**src/rtl/calc_pkg.sv**
```systemverilog
package calc_pkg;

    typedef enum logic [2:0] {
        OP_NONE,
        OP_ADD,
        OP_SUB,
        OP_MUL,
        OP_DIV
    } calc_op_e;

    typedef enum logic [1:0] {
        ST_IDLE,
        ST_CALC,
        ST_DIV,
        ST_SHOW
    } calc_state_e;

    localparam logic [3:0] KEY_ADD = 4'hA;
    localparam logic [3:0] KEY_SUB = 4'hB;
    localparam logic [3:0] KEY_CLR = 4'hC;
    localparam logic [3:0] KEY_MUL = 4'hD;
    localparam logic [3:0] KEY_DIV = 4'hE;
    localparam logic [3:0] KEY_EQ  = 4'hF;

    function automatic logic key_is_digit(input logic [3:0] code);
        return code <= 4'd9;
    endfunction

    function automatic calc_op_e key_to_op(input logic [3:0] code);
        case (code)
            KEY_ADD: return OP_ADD;
            KEY_SUB: return OP_SUB;
            KEY_MUL: return OP_MUL;
            KEY_DIV: return OP_DIV;
            default: return OP_NONE;
        endcase
    endfunction

endpackage

```
**src/rtl/calc_entry.sv**
```systemverilog
// Operand accumulator: builds a decimal operand digit by digit with a cap.
module calc_entry #(
    parameter int ARG_W = 10,
    parameter int CAP   = 100
) (
    input  logic             clk,
    input  logic             rst,
    input  logic             clear,
    input  logic             push,
    input  logic [3:0]       digit,
    output logic [ARG_W-1:0] arg,
    output logic [ARG_W-1:0] arg_nx,
    output logic             have
);

    always_comb begin
        arg_nx = arg;
        if (push && arg < ARG_W'(CAP))
            arg_nx = arg * ARG_W'(10) + ARG_W'(digit);
    end

    always_ff @(posedge clk) begin
        if (rst || clear) begin
            arg  <= '0;
            have <= 1'b0;
        end else if (push) begin
            arg  <= arg_nx;
            have <= 1'b1;
        end
    end

endmodule

```
**src/rtl/calc_alu.sv**
```systemverilog
// Single-cycle add, subtract, multiply on the running result.
module calc_alu
    import calc_pkg::*;
#(
    parameter int RES_W = 24,
    parameter int ARG_W = 10
) (
    input  calc_op_e                 op,
    input  logic signed [RES_W-1:0]  acc,
    input  logic        [ARG_W-1:0]  arg,
    output logic signed [RES_W-1:0]  res
);

    logic signed [RES_W-1:0] argx;

    always_comb begin
        argx = signed'({{(RES_W-ARG_W){1'b0}}, arg});
        case (op)
            OP_ADD:  res = acc + argx;
            OP_SUB:  res = acc - argx;
            OP_MUL:  res = acc * argx;
            OP_NONE: res = argx;
            default: res = acc;
        endcase
    end

endmodule

```
**src/rtl/calc_divider.sv**
```systemverilog
// Repeated-subtraction divider with start pulse and one-cycle done pulse.
module calc_divider #(
    parameter int N_W = 23,
    parameter int D_W = 10
) (
    input  logic           clk,
    input  logic           rst,
    input  logic           start,
    input  logic [N_W-1:0] num,
    input  logic [D_W-1:0] den,
    output logic           done,
    output logic [N_W-1:0] quo
);

    logic [N_W-1:0] rem;
    logic [N_W-1:0] dwide;
    logic           busy;

    always_ff @(posedge clk) begin
        if (rst) begin
            rem   <= '0;
            dwide <= '0;
            quo   <= '0;
            busy  <= 1'b0;
            done  <= 1'b0;
        end else if (start) begin
            rem   <= num;
            dwide <= N_W'(den);
            quo   <= '0;
            busy  <= 1'b1;
            done  <= 1'b0;
        end else if (busy) begin
            if (rem >= dwide) begin
                rem <= rem - dwide;
                quo <= quo + 1'b1;
            end else begin
                busy <= 1'b0;
                done <= 1'b1;
            end
        end else begin
            done <= 1'b0;
        end
    end

endmodule

```
**src/rtl/calc_ctrl.sv**
```systemverilog
module calc_ctrl
    import calc_pkg::*;
#(
    parameter int NDIG  = 3,
    parameter int RES_W = 24
) (
    input  logic       clk,
    input  logic       rst,
    input  logic       key_valid,
    input  logic [3:0] key_code,
    output logic [9:0] disp_value
);

    localparam int DISP_MAX = 10**NDIG - 1;
    localparam int ARG_CAP  = 10**(NDIG-1);
    localparam int DISP_W   = $clog2(DISP_MAX + 1);
    localparam int ARG_W    = DISP_W;
    localparam int N_W      = RES_W - 1;
    localparam logic signed [RES_W-1:0] DISP_MAX_S = RES_W'(DISP_MAX);

    calc_state_e             state;
    calc_op_e                op_q;
    calc_op_e                op_nx;
    logic signed [RES_W-1:0] acc;
    logic signed [RES_W-1:0] alu_res;
    logic        [DISP_W-1:0] disp;
    logic        [DISP_W-1:0] disp_clamp;
    logic        [ARG_W-1:0] arg;
    logic        [ARG_W-1:0] arg_nx;
    logic                    have;
    logic                    key_act;
    logic                    digit_push;
    logic                    clr_key;
    logic                    op_key;
    logic                    entry_clear;
    logic                    div_start;
    logic                    div_done;
    logic        [N_W-1:0]   div_num;
    logic        [N_W-1:0]   div_quo;

    assign key_act     = key_valid && (state == ST_IDLE);
    assign digit_push  = key_act && key_is_digit(key_code);
    assign clr_key     = key_act && (key_code == KEY_CLR);
    assign op_key      = key_act && !key_is_digit(key_code) && (key_code != KEY_CLR);
    assign entry_clear = clr_key || (state == ST_SHOW);
    assign div_num     = acc[RES_W-1] ? '0 : acc[N_W-1:0];

    always_comb begin
        if (acc[RES_W-1])
            disp_clamp = '0;
        else if (acc > DISP_MAX_S)
            disp_clamp = DISP_W'(DISP_MAX);
        else
            disp_clamp = acc[DISP_W-1:0];
    end

    calc_entry #(.ARG_W(ARG_W), .CAP(ARG_CAP)) u_entry (
        .clk    (clk),
        .rst    (rst),
        .clear  (entry_clear),
        .push   (digit_push),
        .digit  (key_code),
        .arg    (arg),
        .arg_nx (arg_nx),
        .have   (have)
    );

    calc_alu #(.RES_W(RES_W), .ARG_W(ARG_W)) u_alu (
        .op  (op_q),
        .acc (acc),
        .arg (arg),
        .res (alu_res)
    );

    calc_divider #(.N_W(N_W), .D_W(ARG_W)) u_div (
        .clk   (clk),
        .rst   (rst),
        .start (div_start),
        .num   (div_num),
        .den   (arg),
        .done  (div_done),
        .quo   (div_quo)
    );

    always_ff @(posedge clk) begin
        if (rst) begin
            state     <= ST_IDLE;
            op_q      <= OP_NONE;
            op_nx     <= OP_NONE;
            acc       <= '0;
            disp      <= '0;
            div_start <= 1'b0;
        end else begin
            div_start <= 1'b0;
            case (state)
                ST_IDLE: begin
                    if (clr_key) begin
                        acc  <= '0;
                        op_q <= OP_NONE;
                        disp <= '0;
                    end else if (digit_push) begin
                        disp <= arg_nx;
                    end else if (op_key) begin
                        op_nx <= key_to_op(key_code);
                        state <= ST_CALC;
                    end
                end
                ST_CALC: begin
                    if (!have) begin
                        state <= ST_SHOW;
                    end else if (op_q == OP_DIV) begin
                        if (arg == '0) begin
                            acc   <= '0;
                            state <= ST_SHOW;
                        end else begin
                            div_start <= 1'b1;
                            state     <= ST_DIV;
                        end
                    end else begin
                        acc   <= alu_res;
                        state <= ST_SHOW;
                    end
                end
                ST_DIV: begin
                    if (div_done) begin
                        acc   <= signed'({1'b0, div_quo});
                        state <= ST_SHOW;
                    end
                end
                ST_SHOW: begin
                    disp  <= disp_clamp;
                    op_q  <= op_nx;
                    state <= ST_IDLE;
                end
                default: state <= ST_IDLE;
            endcase
        end
    end

    assign disp_value = 10'(disp);

endmodule

```
**config.mk**
```make
export PLATFORM = sky130hd
export DESIGN_NAME = calc_ctrl
export DESIGN_NICKNAME = d
export VERILOG_FILES = /design/src/rtl/calc_pkg.sv /design/src/rtl/calc_entry.sv /design/src/rtl/calc_alu.sv /design/src/rtl/calc_divider.sv /design/src/rtl/calc_ctrl.sv
export SDC_FILE = /design/constraint.sdc
export NUM_CORES = 1
export LEC_CHECK = 0
export CAP_MARGIN = 0
export CORE_ASPECT_RATIO = 0.5
export CORE_MARGIN = 2
export CORE_UTILIZATION = 50
export DETAILED_ROUTE_END_ITERATION = 7
export DONT_BUFFER_PORTS = 1
export SLEW_MARGIN = 30
export SYNTH_ARGS = -nofsm -noshare
export SYNTH_HDL_FRONTEND = slang
export SYNTH_HIERARCHICAL = 1
export SYNTH_SLANG_ARGS = --single-unit
```
**constraint.sdc**
```tcl
create_clock -name clk -period 9.4 [get_ports clk]
set_clock_uncertainty 0.1 [all_clocks]
set_input_delay 0.94 -clock clk [delete_from_list [all_inputs] [get_ports clk]]
set_output_delay 0.94 -clock clk [all_outputs]
set_load 0.01 [all_outputs]
```
# == Word level (Yosys, flattened, before mapping) ==
# Index checks and enable logic that the tools add are counted.
# op_classes
n_eq_ne,22
addsub,5
n_bitwise,6
mul,2
n_lt_le_gt_ge,4
mux,32
reduce_logical,26
# op_table
cell,n
two-way mux 24 bit,5
case mux 24 bit (4 select lines),1
two-way mux 23 bit,4
case mux 24 bit (3 select lines),1
two-way mux 10 bit,5
adder 24 x 11 -> 24 bit,1
"> comparator 24 x 11 -> 1 bit, second input constant",1
multiplier 24 x 11 -> 24 bit,1
subtractor 24 x 11 -> 24 bit,1
"adder 23 x 1 -> 23 bit, second input constant",1
>= comparator 23 x 10 -> 1 bit,1
subtractor 23 x 10 -> 23 bit,1
"equality test 4 bit, second input constant",5
case mux 10 bit (2 select lines),1
two-way mux 2 bit,6
case mux 3 bit (4 select lines),1
adder 10 x 4 -> 10 bit,1
zero test 10 bit,1
"< comparator 10 x 7 -> 1 bit, second input constant",1
"multiplier 10 x 3 -> 9 bit, second input constant",1
"inequality test 2 bit, second input constant",4
case mux 2 bit (4 select lines),1
AND reduction 2 bit,4
AND reduction 4 bit,2
other kinds (26),46
# totals
output_inout_bits,10
word_cells,110
in_bits,7
ff_bits,112

# == Longest topological paths before layout ==
# Gate-level depths: netlist of the first run.
# logic_depth
word_depth,8
depth_mapped,26

# == Hierarchy ==
# Netlist of the first run, hierarchy kept.
# modules_own_cells
mod,instances,seq_area_each_um2,cells_each,area_each_um2
calc_alu,1,0.0,997,7778.7
calc_divider,1,1161.1,401,3334.4
calc_ctrl,1,860.8,316,2768.9
calc_entry,1,220.2,105,942.2

# == Worst setup path after synthesis of the first run ==
# OpenSTA, ideal clock, no wires.
# synth_timing
kind,register to register
from,register u_entry.arg[6]
to,register acc[22]
slack_ps,2824
stages_incl_launch_ff,25
setup_time_ps,121
n_path_buf,2
arrival_time_ps,6355
cell_sequence,dfxtp_1 -> clkbuf_1 -> clkbuf_1 -> nand2_1 -> fa_1 -> inv_1 -> fa_1 -> fa_1 -> fa_1 -> inv_1 -> fa_1 -> inv_1 -> ha_1 -> a21oi_1 -> nor2b_1 -> or3_1 -> o2111a_1 -> a2111oi_2 -> a21oi_1 -> xnor2_1 -> nor3_1 -> a221o_1 -> a32oi_1 -> nor2_1 -> mux2_2
# synth_via
elab_chain_len,5
elab_cells_between_ends,10
classes_between,2 x add/sub; 1 x mul; 1 x eq/ne; 4 x mux; 2 x reduce/logical
# synth_rtl
item,line_no,source
start: declaration,calc_entry.sv:11,"output logic [ARG_W-1:0] arg,"
start signal: assignment,calc_entry.sv:27,arg <= arg_nx;
multiplier 24 x 11 -> 24 bit (tied with other cells),calc_alu.sv:21,OP_MUL: res = acc * argx;
case mux 24 bit (4 select lines) (*),calc_alu.sv:18,case (op)
via alu_res[22],calc_ctrl.sv:25,logic signed [RES_W-1:0] alu_res;
two-way mux 24 bit (*),calc_ctrl.sv:111,end else if (op_q == OP_DIV) begin
two-way mux 24 bit (*),calc_ctrl.sv:109,if (!have) begin
case mux 24 bit (3 select lines) (*),calc_ctrl.sv:95,case (state)
end signal: assignment,calc_ctrl.sv:120,acc <= alu_res;
end signal: assignment,calc_ctrl.sv:126,"acc <= signed'({1'b0, div_quo});"
end: declaration,calc_ctrl.sv:24,logic signed [RES_W-1:0] acc;
# The timed path passes the listed nets; every way through them passes the cells marked *. The select of a mux whose other input is x is not followed.
# A chain may end at the register's enable or synchronous reset.

# == Final worst setup path of the first run ==
# layout_timing
from,register u_entry.arg[4]
to,register acc[22]
# The elaborated chain is that of the path after synthesis.

==> flow_summary.ini, run 1 <==
[status]
status = completed

[sta]
hold_viol = 0
setup_viol = 0
postLayoutSetupSlackWorst_ns = 2.22
maxSlewHeadroom_pct = 33.9
fin_crit_ns = 7.18
timing.final.crit_share_pct = 76.4
maxSlewViolCount = 0
setup_tns_ns = 0
rsz0062_at_grt = false
max_freq_mhz = 139
worst_pin_slew_ns = 0.991

[placement]
io_buffers = 0
place_ws_ns = 2.32
gp_congestion = 0.883
dp_hpwl_um = 33000

[setup_path]
critPathLaunchType = flip-flop
required_ns = 9.56
crit_arrival_ns = 7.33
crit_type = reg2reg
r2r_end = acc[22]$_SDFFE_PP0P_
r2r_start = u_entry/arg[4]$_SDFFE_PP0P_
end_kind = flip-flop
rrSetupSlack_ns = 2.22
reg2regPathDepth = 22
critical_path_peak_fanout = 19
startpoint = u_entry/arg[4]$_SDFFE_PP0P_

[grt]
antenna_found_initial = 1
grt_pass1_wl_um = 70800
grt.overflow.total = 0
grt_pass1_vias = 12700
grt_max_degree = 107
grt_use_total_pct = 29.1

[job]
cap_violations = 0

[power]
p_clk_share_pct = 24.4
p_leak_nw = 6.84
pwr-share-comb_pct = 46.4
ir_drop_mv = 0.107
powerDensity_nw_per_um2 = 120
p_sw_share_pct = 40.8
intPower_w = 0.00110
seqPwrFrac_pct = 29.2
switchingPower_w = 0.000760

[clock_network]
cts-root-buf = clkbuf_16
ctsHoldBuffers = 0
htree_levels = 3
clk_latency_ns = 0.36
cts_inserted_buffers = 9
post_cts_buffers = 0
cts.sinks = 112
clockBufferDepth = 2
cts_resized = 0
tritoncts = built
path_clk_slew_ns = 0.08

[cells_and_area]
insertedDiodeCount = 0
final_layout_size_suffix_gt1_share_pct = 6.88
nets = 2008
n_fill_cell = 2736
final_common_cell = inv_1
mostFrequentLayoutCells = inv_1 (228), nand2_1 (188), fa_1 (138)
syn_to_final_growth_pct = 4.30

[synthesis]
synthArstFlopShare_pct = 0
synth_ff_type = dfxtp_1
yosysUniqueCellTypes = 90
synth_warnings = 6
synth-edff-count = 0
syn-cell-area_um2 = 14800
synthesis.instances = 1819
syn_nets = 2072
synth_seq_cells = 112
avgSynthCellArea_um2 = 8.15
yosysSeqAreaShare_pct = 15.1

[min_path]
hold_class = reg2reg
min_path_cells = 2
min_from = op_nx[0]$_SDFFE_PP0P_
worstHoldEndpoint = op_nx[0]$_SDFFE_PP0P_

[die]
core_um2 = 29100
die_h_um = 126
die_area_um2 = 31100
fp-row-count = 44
start_util_pct = 51.0
dieWidth_um = 248
ios = 17

[route]
drc = 0
wl_um = 44600
drt-initial-drc-count = 1308
via_per_inst = 6.03
first_pass_iters = 6
postRouteAntennaNets = 0
wl_per_cell_um = 20.7
vias = 13000
through the flow:
step	utilization [%]	cells	area, um^2	total power (W)	hold slack, ns
after floorplan	-	1819	14800	0.00120	0.337
after global placement	51.8	2133	15100	0.00135	0.357
after detailed placement	52.0	2135	15100	0.00140	0.358
after CTS	53.2	2151	15500	0.00185	0.368
after global routing	53.2	2151	15500	0.00196	0.391
final	53.2	2151	15500	0.00186	0.369
worst max-delay path, stage by stage (launching register included):
cell and delay, ns:
dfxtp_1 0.97, nand2_1 0.20, fa_1 0.57, fa_1 0.51, inv_1 0.05, fa_1 0.46, fa_1 0.55, inv_1 0.05
fa_1 0.53, inv_1 0.04, ha_1 0.36, a21oi_1 0.16, nand2_1 0.09, a221o_1 0.41, o2111a_1 0.26, a2111oi_2 0.50
a21oi_1 0.16, xnor2_1 0.20, nor3_1 0.09, a221o_1 0.31, a32oi_1 0.18, nor2_1 0.06, mux2_2 0.25
state kept, by name, indices dropped and copies added (netlist names):
name,flops
u_entry/have,1
acc,24
u_div/rem,23
div_start,1
u_div/dwide,10
u_div/busy,1
disp_value,10
op_q,3
u_div/quo,23
state,2
u_entry/arg,10
op_nx,3
u_div/done,1
metal layers:
metal / vias to the layer above / track usage (%) / wire length, um
met5: - / 0 / 0
met4: 0 / 6.90 / 822
met3: 49 / 4.99 / 3520
met2: 507 / 43.9 / 18800
met1: 6403 / 43.4 / 21400
li1: 6005 / - / -
layout make-up:
cell class / instances / area (um^2) / share of cell area [%]
Clock buffer: 10 / 229 / 1.48
Clock inverter: 6 / 115 / 0.745
Inverter: 229 / 860 / 5.56
Multi-Input combinational cell: 1379 / 11300 / 73.2
Sequential cell: 112 / 2250 / 14.5
Tap cell: 391 / 489 / 3.16
Timing Repair Buffer: 24 / 208 / 1.34
logic make-up (layout without fill, tap and decap cells):
kind of cell / after synthesis / count (layout) / share of synthesized area (%)
DFF: 112 / 112 / 15.1
and+or+nand+nor: 641 / 641 / 21.7
muxes: 44 / 44 / 3.71
AOI/OAI and AO/OA: 367 / 367 / 18.2
xor gates and xnor gates: 81 / 81 / 4.94
buffers and inverters: 328 / 269 / 8.61
adders and majority gates: 246 / 246 / 27.8
power groups by stage:
| stage | Combinational (W) | Sequential, W | Clock [W] |
|---|---|---|---|
| after floorplan | 0.000668 | 0.000532 | 0 |
| after global placement | 0.000803 | 0.000551 | 0 |
| after detailed placement | 0.000842 | 0.000554 | 0 |
| after CTS | 0.000844 | 0.000542 | 0.000461 |
| after global routing | 0.000934 | 0.000547 | 0.000480 |
| final | 0.000864 | 0.000543 | 0.000454 |
cells in the mapped netlist, drive strengths merged, types with 6 or more instances:
cell type	instances	share of area, %
nand4	11	0.46
xor2	35	2.1
o211ai	12	0.70
a211oi	13	0.69
nand3	30	1.0
a31o	7	0.41
inv	229	5.8
or3	22	1.0
a21o	27	1.4
nor3	31	1.0
or4	18	0.96
fa	138	19
nor2b	61	2.6
ha	108	9.1
mux2	27	2.6
nand2b	21	0.89
a22oi	14	0.71
a221oi	18	1.1
a2111oi	6	0.69
a311oi	15	1.1
a21oi	89	3.1
clkbuf	80	2.0
nand2	188	4.8
o31ai	22	1.1
mux2i	17	1.1
and2	85	3.6
nor2	137	3.5
dfxtp	112	15
a32oi	28	1.7
o21ai	65	2.3
or2	6	0.25
nor4	8	0.44
buf	19	0.78
o21a	11	0.56
a31oi	7	0.40
and3	12	0.51
xnor2	46	2.8
worst max path at each step:
stage | end | slack, ns | depth (start not counted)
6_report | acc[22]$_SDFFE_PP0P_ | 2.22 | 22
5_1_grt | acc[22]$_SDFFE_PP0P_ | 1.94 | 22
4_1_cts | acc[22]$_SDFFE_PP0P_ | 2.29 | 22
3_5_place_dp | acc[22]$_SDFFE_PP0P_ | 2.32 | 22
3_3_place_gp | acc[22]$_SDFFE_PP0P_ | 2.38 | 22
2_1_floorplan | acc[22]$_SDFFE_PP0P_ | 2.82 | 24
Power figures use the tool's default switching activity.
==> run 2, diff against run 1 <==
==> constraint.sdc (replaced) <==
create_clock -name clk -period 7.4 [get_ports clk]
set_clock_uncertainty 0.1 [all_clocks]
set_input_delay 0.74 -clock clk [delete_from_list [all_inputs] [get_ports clk]]
set_output_delay 0.74 -clock clk [all_outputs]
set_load 0.01 [all_outputs]
==> run 2 against run 1 <==
Net effect:
- count of clock-buffer cells in the layout up 1
- sequential power is 26% higher
- cell count rose by 0.46%
- via count is 1.8% lower
- hold slack worse by 0.033 ns
- critical path type unchanged
- largest power group unchanged
- flip-flop and latch count did not move
- first-iteration DRC count decreased by 23%
==> flow_summary.ini, run 2 (synthesis results as in run 1) <==
[status]
status = completed

[setup_path]
path_delay_family = adder cells
worst_path_largest_cell_delay_ns = 0.80
path_cells = nand2_1 -> fa_1 -> fa_1 -> inv_1 -> fa_1 -> fa_1 -> inv_1 -> fa_1 -> inv_1 -> ha_1 -> a21oi_1 -> nand2_1 -> a221o_1 -> o2111a_1 -> a2111oi_2 -> a21oi_1 -> xnor2_1 -> nor3_1 -> a221o_1 -> a32oi_1 -> nor2_1 -> mux2_2
r2r_end = acc[22]$_SDFFE_PP0P_
critPathLaunchType = flip-flop
r2r_start = u_entry/arg[3]$_SDFFE_PP0P_
rrSetupSlack_ns = 0.34
crit_type = reg2reg
crit_arrival_ns = 7.21
required_ns = 7.55
cp_slowest_cell = dfxtp_1
critical_path_peak_fanout = 19
reg2regPathDepth = 22
cp_common_cell = fa_1
end_kind = flip-flop
crit_buf_inv = 3

[power]
ir_drop_mv = 0.119
pwr-share-comb_pct = 47.7
switchingPower_w = 0.000966
p_sw_share_pct = 42.9
p_leak_nw = 6.86
p_clk_share_pct = 22.0
intPower_w = 0.00128
seqPwrFrac_pct = 30.3
powerDensity_nw_per_um2 = 146

[cells_and_area]
final_layout_size_suffix_gt1_share_pct = 7.29
largest_register = acc
final_common_cell = inv_1
final_util_pct = 53.2
reg.largest.list = acc x24, u_div/quo x23, u_div/rem x23
insertedDiodeCount = 0
syn_to_final_growth_pct = 4.23
final_cells = 2161
mostFrequentLayoutCells = inv_1 (228), nand2_1 (188), fa_1 (138)
nets = 2018
largest_reg_flops = 24

[grt]
grt_use_total_pct = 28.9
antenna_found_initial = 2
grt.overflow.total = 0
grtUsageMet3_pct = 4.84
busiest_layer = met1
grt_pass1_wl_um = 70400
grt_max_degree = 107
grt_pass1_vias = 12500
gr-usage-met1_pct = 44.9
grtUsageMet2_pct = 42.3

[sta]
maxSlewHeadroom_pct = 34.6
setup_tns_ns = 0
rsz0062_at_grt = false
fin_crit_ns = 7.06
max_freq_mhz = 142
setup_viol = 0
maxSlewViolCount = 0
timing.final.crit_share_pct = 95.3
hold_viol = 0
postLayoutSetupSlackWorst_ns = 0.345
worst_pin_slew_ns = 0.980

[job]
cap_violations = 0

[placement]
place_ws_ns = 0.411
gp_congestion = 0.956
io_buffers = 0
dp_hpwl_um = 34200
placedCellCount = 2145

[route]
drc = 0
first_pass_iters = 5
vias = 12700
drt-initial-drc-count = 1008
postRouteAntennaNets = 0
via_per_inst = 5.89
wl_per_cell_um = 20.2
wl_um = 43800

[die]
die_h_um = 126
ios = 17
die_area_um2 = 31100
start_util_pct = 51.0
fp-row-count = 44
dieWidth_um = 248
core_um2 = 29100

[clock_network]
cts.sinks = 112
clk_latency_ns = 0.37
clockBufferDepth = 2
cts-root-buf = clkbuf_16
cts_inserted_buffers = 9
post_cts_buffers = 0
htree_levels = 3
path_clk_slew_ns = 0.08
tritoncts = built

[min_path]
min_from = rst
min_path_cells = 1
hold_class = in2reg
worstHoldEndpoint = op_q[0]$_SDFFE_PP0P_
run 2: cell types whose count changed in the layout (fill, tap and decap cells not counted), moves of 2 or more:
cell       change
and2_2         -2
buf_4         +11
bufinv_16      -3
and2_1         +2
run 2: layout make-up:
type	instances	area, um^2
multi-input cells	1379	11300
well taps	391	489
flip-flops and latches	112	2250
clock buffers	11	243
clock inverters	5	38.8
repair buffers	34	263
fillers	2772	13600
inverters	229	860
run 2: worst max path at each step:
stage                                 from                    to  slack [ns]  cells after the start
2_1_floorplan  u_entry/arg[6]$_SDFFE_PP0P_  acc[22]$_SDFFE_PP0P_        0.82                     24
3_3_place_gp   u_entry/arg[4]$_SDFFE_PP0P_  acc[22]$_SDFFE_PP0P_        0.58                     22
3_5_place_dp   u_entry/arg[4]$_SDFFE_PP0P_  acc[22]$_SDFFE_PP0P_        0.41                     22
4_1_cts        u_entry/arg[4]$_SDFFE_PP0P_  acc[22]$_SDFFE_PP0P_        0.37                     22
5_1_grt        u_entry/arg[3]$_SDFFE_PP0P_  acc[22]$_SDFFE_PP0P_        0.01                     22
6_report       u_entry/arg[3]$_SDFFE_PP0P_  acc[22]$_SDFFE_PP0P_        0.34                     22
run 2: stage by stage:
step	power, W	area, um^2	hold WS (ns)
after floorplan	0.00152	14800	0.337
after global placement	0.00172	15100	0.345
after detailed placement	0.00174	15200	0.354
after CTS	0.00223	15400	0.325
after global routing	0.00238	15500	0.326
final	0.00225	15500	0.336
run 2: per-layer routing:
layer / wire length, um / part of all wire, %
met1: 22000 / 50
met2: 18300 / 42
met3: 2990 / 6.8
met4: 440 / 1.0
met5: 0 / 0
run 2: worst reg2reg max path, cell delays in order, from the launching register on:
cell and delay [ns]:
dfxtp_1 0.80, nand2_1 0.17, fa_1 0.51, fa_1 0.53
inv_1 0.06, fa_1 0.46, fa_1 0.54, inv_1 0.05
fa_1 0.54, inv_1 0.05, ha_1 0.37, a21oi_1 0.16
nand2_1 0.09, a221o_1 0.41, o2111a_1 0.29, a2111oi_2 0.39
a21oi_1 0.14, xnor2_1 0.36, nor3_1 0.09, a221o_1 0.32
a32oi_1 0.18, nor2_1 0.06, mux2_2 0.25
run 2: power groups by stage:
stage,Clock (W),Sequential (W),Combinational (W)
after floorplan,0,0.000675,0.000849
after global placement,0,0.000692,0.00103
after detailed placement,0,0.000695,0.00105
after CTS,0.000503,0.000680,0.00105
after global routing,0.000524,0.000687,0.00117
final,0.000495,0.000682,0.00107
run 2: timing repair:
item                                   4_1_cts  5_1_grt
setup endpoints to repair                    0        1
resized for setup                            0        2
hold buffers                                 0        0
endpoints found under the hold margin        0        0
